===== src/rtl/padmode_pkg.sv =====
package padmode_pkg;
  localparam logic [1:0] A_CTL = 2'd0;
  localparam logic [1:0] A_DIR = 2'd1;
  localparam logic [1:0] A_DAT = 2'd2;

  typedef struct packed {
    logic oe;
    logic val;
    logic pu;
  } pad_ctl_t;

  // shared bit: drive level when output, pull select when input
  function automatic pad_ctl_t dual_pad(input logic drive, input logic bitv);
    pad_ctl_t r;
    r.oe  = drive;
    r.val = drive & bitv;
    r.pu  = ~drive & bitv;
    return r;
  endfunction

  function automatic pad_ctl_t tx_pad(input logic tmr_en, input logic tmr_oe,
                                      input logic tmr_lvl, input logic reg_oe,
                                      input logic reg_lvl);
    pad_ctl_t r;
    if (tmr_en) begin
      r.oe  = tmr_oe;
      r.val = tmr_oe & tmr_lvl;
      r.pu  = 1'b0;
    end else begin
      r = dual_pad(reg_oe, reg_lvl);
    end
    return r;
  endfunction

  function automatic pad_ctl_t rx_pad(input logic pull);
    pad_ctl_t r;
    r.oe  = 1'b0;
    r.val = 1'b0;
    r.pu  = pull;
    return r;
  endfunction
endpackage


===== src/rtl/padmode_regs.sv =====
module padmode_regs
  import padmode_pkg::*;
#(
  parameter int PORT_W = 6,
  parameter int DW     = 8
) (
  input  logic              clk,
  input  logic              rst_n,
  input  logic              rst_pf,
  input  logic              bus_wr,
  input  logic [1:0]        bus_addr,
  input  logic [DW-1:0]     bus_wdata,
  output logic [DW-1:0]     bus_rdata,
  output logic              tx_lvl,
  output logic              tx_oe,
  output logic              rx_pull,
  output logic [PORT_W-1:0] port_dir,
  output logic [PORT_W-1:0] port_dat
);
  localparam int CTL_W = 3;

  logic wr_ctl, wr_dir, wr_dat;
  assign wr_ctl = bus_wr && (bus_addr == A_CTL);
  assign wr_dir = bus_wr && (bus_addr == A_DIR);
  assign wr_dat = bus_wr && (bus_addr == A_DAT);

  // cleared by every reset class
  always_ff @(posedge clk) begin
    if (!rst_n) begin
      tx_lvl   <= 1'b0;
      tx_oe    <= 1'b0;
      rx_pull  <= 1'b0;
      port_dat <= '0;
    end else begin
      if (wr_ctl) begin
        tx_lvl  <= bus_wdata[0];
        tx_oe   <= bus_wdata[1];
        rx_pull <= bus_wdata[2];
      end
      if (wr_dat) port_dat <= bus_wdata[PORT_W-1:0];
    end
  end

  // survives a power-fail reset
  always_ff @(posedge clk) begin
    if (!rst_n) begin
      if (!rst_pf) port_dir <= '0;
    end else if (wr_dir) begin
      port_dir <= bus_wdata[PORT_W-1:0];
    end
  end

  always_comb begin
    unique case (bus_addr)
      A_CTL:   bus_rdata = DW'({rx_pull, tx_oe, tx_lvl});
      A_DIR:   bus_rdata = DW'(port_dir);
      A_DAT:   bus_rdata = DW'(port_dat);
      default: bus_rdata = '0;
    endcase
  end

  logic unused_w;
  assign unused_w = ^{CTL_W};
endmodule


===== src/rtl/padmode_map.sv =====
module padmode_map
  import padmode_pkg::*;
#(
  parameter int PORT_W = 6,
  localparam int NPIN  = PORT_W + 2
) (
  input  logic              irt_en,
  input  logic              irt_oe,
  input  logic              irt_lvl,
  input  logic              tx_lvl,
  input  logic              tx_oe,
  input  logic              rx_pull,
  input  logic [PORT_W-1:0] port_dir,
  input  logic [PORT_W-1:0] port_dat,
  output logic [NPIN-1:0]   nx_oe,
  output logic [NPIN-1:0]   nx_out,
  output logic [NPIN-1:0]   nx_pu
);
  pad_ctl_t tx_c, rx_c;
  assign tx_c = tx_pad(irt_en, irt_oe, irt_lvl, tx_oe, tx_lvl);
  assign rx_c = rx_pad(rx_pull);

  assign nx_oe[0]  = tx_c.oe;
  assign nx_out[0] = tx_c.val;
  assign nx_pu[0]  = tx_c.pu;
  assign nx_oe[1]  = rx_c.oe;
  assign nx_out[1] = rx_c.val;
  assign nx_pu[1]  = rx_c.pu;

  for (genvar k = 0; k < PORT_W; k++) begin : g_port
    pad_ctl_t pc;
    assign pc          = dual_pad(port_dir[k], port_dat[k]);
    assign nx_oe[k+2]  = pc.oe;
    assign nx_out[k+2] = pc.val;
    assign nx_pu[k+2]  = pc.pu;
  end
endmodule


===== src/rtl/padmode_padreg.sv =====
module padmode_padreg #(
  parameter int N = 8
) (
  input  logic         clk,
  input  logic         rst_n,
  input  logic [N-1:0] nx_oe,
  input  logic [N-1:0] nx_out,
  input  logic [N-1:0] nx_pu,
  output logic [N-1:0] pad_oe,
  output logic [N-1:0] pad_out,
  output logic [N-1:0] pad_pu
);
  always_ff @(posedge clk) begin
    if (!rst_n) begin
      pad_oe  <= '0;
      pad_out <= '0;
      pad_pu  <= '0;
    end else begin
      pad_oe  <= nx_oe;
      pad_out <= nx_out;
      pad_pu  <= nx_pu;
    end
  end
endmodule


===== src/rtl/padmode_ctrl.sv =====
module padmode_ctrl #(
  parameter int PORT_W = 6,
  parameter int DW     = 8,
  localparam int NPIN  = PORT_W + 2
) (
  input  logic            clk,
  input  logic            rst_n,
  input  logic            rst_pf,
  input  logic            bus_wr,
  input  logic [1:0]      bus_addr,
  input  logic [DW-1:0]   bus_wdata,
  output logic [DW-1:0]   bus_rdata,
  input  logic            irt_en,
  input  logic            irt_oe,
  input  logic            irt_lvl,
  output logic [NPIN-1:0] pad_oe,
  output logic [NPIN-1:0] pad_out,
  output logic [NPIN-1:0] pad_pu
);
  logic              tx_lvl, tx_oe, rx_pull;
  logic [PORT_W-1:0] port_dir, port_dat;
  logic [NPIN-1:0]   nx_oe, nx_out, nx_pu;

  padmode_regs #(.PORT_W(PORT_W), .DW(DW)) u_regs (
    .clk(clk), .rst_n(rst_n), .rst_pf(rst_pf),
    .bus_wr(bus_wr), .bus_addr(bus_addr), .bus_wdata(bus_wdata),
    .bus_rdata(bus_rdata),
    .tx_lvl(tx_lvl), .tx_oe(tx_oe), .rx_pull(rx_pull),
    .port_dir(port_dir), .port_dat(port_dat)
  );

  padmode_map #(.PORT_W(PORT_W)) u_map (
    .irt_en(irt_en), .irt_oe(irt_oe), .irt_lvl(irt_lvl),
    .tx_lvl(tx_lvl), .tx_oe(tx_oe), .rx_pull(rx_pull),
    .port_dir(port_dir), .port_dat(port_dat),
    .nx_oe(nx_oe), .nx_out(nx_out), .nx_pu(nx_pu)
  );

  padmode_padreg #(.N(NPIN)) u_pads (
    .clk(clk), .rst_n(rst_n),
    .nx_oe(nx_oe), .nx_out(nx_out), .nx_pu(nx_pu),
    .pad_oe(pad_oe), .pad_out(pad_out), .pad_pu(pad_pu)
  );
endmodule


===== config.mk =====
export PLATFORM = sky130hd
export DESIGN_NAME = padmode_ctrl
export DESIGN_NICKNAME = d
export VERILOG_FILES = /design/src/rtl/padmode_pkg.sv /design/src/rtl/padmode_regs.sv /design/src/rtl/padmode_map.sv /design/src/rtl/padmode_padreg.sv /design/src/rtl/padmode_ctrl.sv
export SDC_FILE = /design/constraint.sdc
export NUM_CORES = 1
export LEC_CHECK = 0
export BUFFER_PORTS_ARGS = -buffer_cell sky130_fd_sc_hd__buf_2
export CAP_MARGIN = 20
export CORE_UTILIZATION = 45
export DETAILED_ROUTE_END_ITERATION = 8
export PLACE_DENSITY = 0.86
export SYNTH_ARGS = -nofsm -noshare
export SYNTH_HDL_FRONTEND = slang
export SYNTH_SLANG_ARGS = --single-unit

===== constraint.sdc =====
create_clock -name clk -period 3.3 [get_ports clk]
set_clock_uncertainty 0.05 [all_clocks]
set_input_delay 0.33 -clock clk [delete_from_list [all_inputs] [get_ports clk]]
set_output_delay 0.33 -clock clk [all_outputs]
set_load 0.05 [all_outputs]

==> flow_metrics.tcl <==
set metrics [dict create \
    status "finished with violations" \
    violations "design-rule violations" \
    reg2reg_depth 2 \
    total_power_uw 914.2 \
    post-route-drc-count 8 \
    p_leak_nw 0.8585 \
    required_ns 2.92 \
    cts_tree "done" \
    pre_cts_slack_ns 1.409 \
    wl_per_cell_um 12.33 \
    critical_path.startpoint "bus_addr[0]" \
    arrival_ns 1.51 \
    htree_levels 2 \
    drtIter0Drc 24 \
    final.setup.worst_slack_ns 1.406 \
    synth.avg_cell_area_um2 11.44 \
    via_per_inst 4.844 \
    port_buffers 42 \
    r2r_slack_ns 2.50 \
    dieHeight_um 56.78 \
    ys_seq_elements 37 \
    drtAntennaViolNets 0 \
    synth_top_area_frac 0.4597 \
    start_util 0.4813 \
    antenna_found_initial 0 \
    via_count 930 \
    ys_types 24 \
    drv_cap 0 \
    core_area_um2 2805 \
    cts_buffers 5 \
    layout-drive-gt1-share 0.3106 \
    ys.warnings.count 0 \
    path_max_fanout 7 \
    slew_violations 0 \
    detail_route.first_pass.iterations 7 \
    track_usage 0.1669 \
    routed_wl_mm 2.368 \
    grt_pass1_wl_mm 3.808 \
    reg2reg_to "u_pads.pad_out[0]" \
    stdcell_area_um2 1619 \
    p_switching_uw 245.9 \
    power_frac_comb 0.133 \
    dpl_cell_area_um2 1544 \
    ys_seq_area_frac 0.5931 \
    clock-root-buffer "clkbuf_4" \
    numClockSinks 37 \
    r2r-start "u_regs.tx_oe" \
    worstSetupPathType "in -> out" \
    clockBufferDepth 2 \
    grt_pass1_vias 859 \
    cts_setup_buffers 0 \
    slew_headroom 0.6072 \
    grt_max_degree 36 \
    post-route-period-util 0.5739 \
    num_io_pins 49 \
    nets 177 \
    synth_area_leader_cell "dfxtp_1" \
    cts.clk_slew.worst_paths_ns 0.10 \
    period_minus_slack_ns 1.894 \
    clockPowerShare 0.334 \
    crit_path_end_kind "primary output" \
    p_int_uw 668.3 \
    ys_top_cells_by_area "dfxtp_1 46%, edfxtp_1 13%, mux2i_1 9.6%" \
    antenna_cells 0 \
    tightest_slew_ns 0.5879 \
    die-area_um2 3223 \
    gp_congestion 0.7608 \
    grt-ovfl-total 0 \
    hp-class "in -> reg" \
    power_density_nw_per_um2 564.7 \
    synth_area_um2 1350 \
    setup_viol 0 \
    p_seq_frac 0.533 \
    synthCells 118 \
    dp_hpwl_mm 1.618 \
    die_x_um 56.78 \
    rows 19 \
    cts_hold_buf 0 \
    finalHoldViolCount 0 \
    startpoint_type "primary input" \
    clk_latency_ns 0.35 \
    final_util 0.5772 \
    finalSetupTns_ns 0 \
    ir_drop_mv 0.3009 \
    cts_resized 0 \
    endpoint "bus_rdata[3]" \
    p_sw_frac 0.2689 \
    rsz0062_at_grt "no" \
    syn_to_final_growth_pct 19.93 \
    max_freq_mhz 528.1 \
]
## how the worst min path moves through the flow
stage                                  start          endpoint  slack, ns  cells past startpoint
after floorplan                       irt_en  u_pads.pad_pu[0]       0.36                      1
after global placement    u_regs.port_dir[3]  u_pads.pad_pu[5]       0.40                      1
after detailed placement      u_regs.rx_pull  u_pads.pad_pu[1]       0.41                      2
after CTS                             irt_en  u_pads.pad_pu[0]       0.13                      2
after global routing                  irt_en  u_pads.pad_pu[0]       0.14                      2
final                                 irt_en  u_pads.pad_pu[0]       0.14                      2
## cell usage in the layout, fill, tap and decap left out, drive strengths merged
cell type	count
buf	42
dfxtp	31
nand2	15
mux2i	13
inv	7
and2	6
and3	6
edfxtp	6
clkbuf	6
nor2	4
conb	4
o2bb2ai	3
a22o	3
and3b	3
nor2b	2
nand3b	2
and2b	1
a31o	1
nand3	1
a21boi	1
nor3b	1
nor4bb	1
bufinv	1
clkinv	1
## stage by stage
step	hold slack, ns	instances
after floorplan	0.3575	121
after global placement	0.3982	184
after detailed placement	0.4116	184
after CTS	0.1312	192
after global routing	0.1357	192
final	0.1414	192
## flip-flops by register name (all words and copies together), names as in the netlist
| name | cells |
|---|---|
| u_pads.pad_oe | 7 |
| u_pads.pad_out | 7 |
| u_pads.pad_pu | 8 |
| u_regs.port_dat | 6 |
| u_regs.port_dir | 6 |
| u_regs.rx_pull | 1 |
| u_regs.tx_lvl | 1 |
| u_regs.tx_oe | 1 |
## worst max-delay path: stages
cell and delay (ns):
buf_2 0.17, nor2b_1 0.52, a22o_1 0.23, buf_2 0.26
## cell families (layout without fill, tap and decap cells)
| logic type | after synthesis | after routing | synth area share |
|---|---|---|---|
| AO/OA/AOI/OAI | 8 | 8 | 0.05098 |
| buffers and inverters | 17 | 57 | 0.06858 |
| flip-flops | 37 | 37 | 0.5931 |
| multiplexers | 13 | 13 | 0.09638 |
| other | 1 | 4 | 0.002778 |
| AND/OR/NAND/NOR | 42 | 42 | 0.1881 |
## Yosys cell counts
cell / instances
nor2b_1: 2
a22o_1: 3
and3b_1: 3
buf_4: 7
mux2i_1: 13
and2_1: 6
nor2_1: 4
a21boi_0: 1
nand3_1: 1
nand3b_1: 1
nand2_1: 15
and2b_1: 1
clkbuf_1: 1
buf_2: 2
nand3b_4: 1
edfxtp_1: 6
and3_1: 6
nor4bb_1: 1
inv_1: 7
conb_1: 1
dfxtp_1: 31
nor3b_4: 1
a31o_1: 1
o2bb2ai_1: 3
## metal layers
layer	global-route usage	vias to the layer above	wire (µm)
met3	0.07834	5	154
met2	0.2840	33	1141
met5	0	-	0
met4	0.09408	0	63
met1	0.1667	421	1008
li1	-	471	-
## power groups by stage
stage	registers (mW)	clock network (mW)	logic [mW]
final	0.488	0.305	0.122
after global routing	0.490	0.331	0.129
after CTS	0.488	0.308	0.122
after detailed placement	0.498	0	0.122
after global placement	0.497	0	0.120
after floorplan	0.527	0	0.0687
## final cells by class
cell class                 instances  area (µm²)
inverter                           7       26.28
multi-input combinational         67       467.9
fill                             249        1186
timing repair buffer              42       210.2
sequential                        37       800.8
tap                               31       38.79
clock inverter                     2       33.78
clock buffer                       6       41.29
Power figures use the tool's default switching activity.
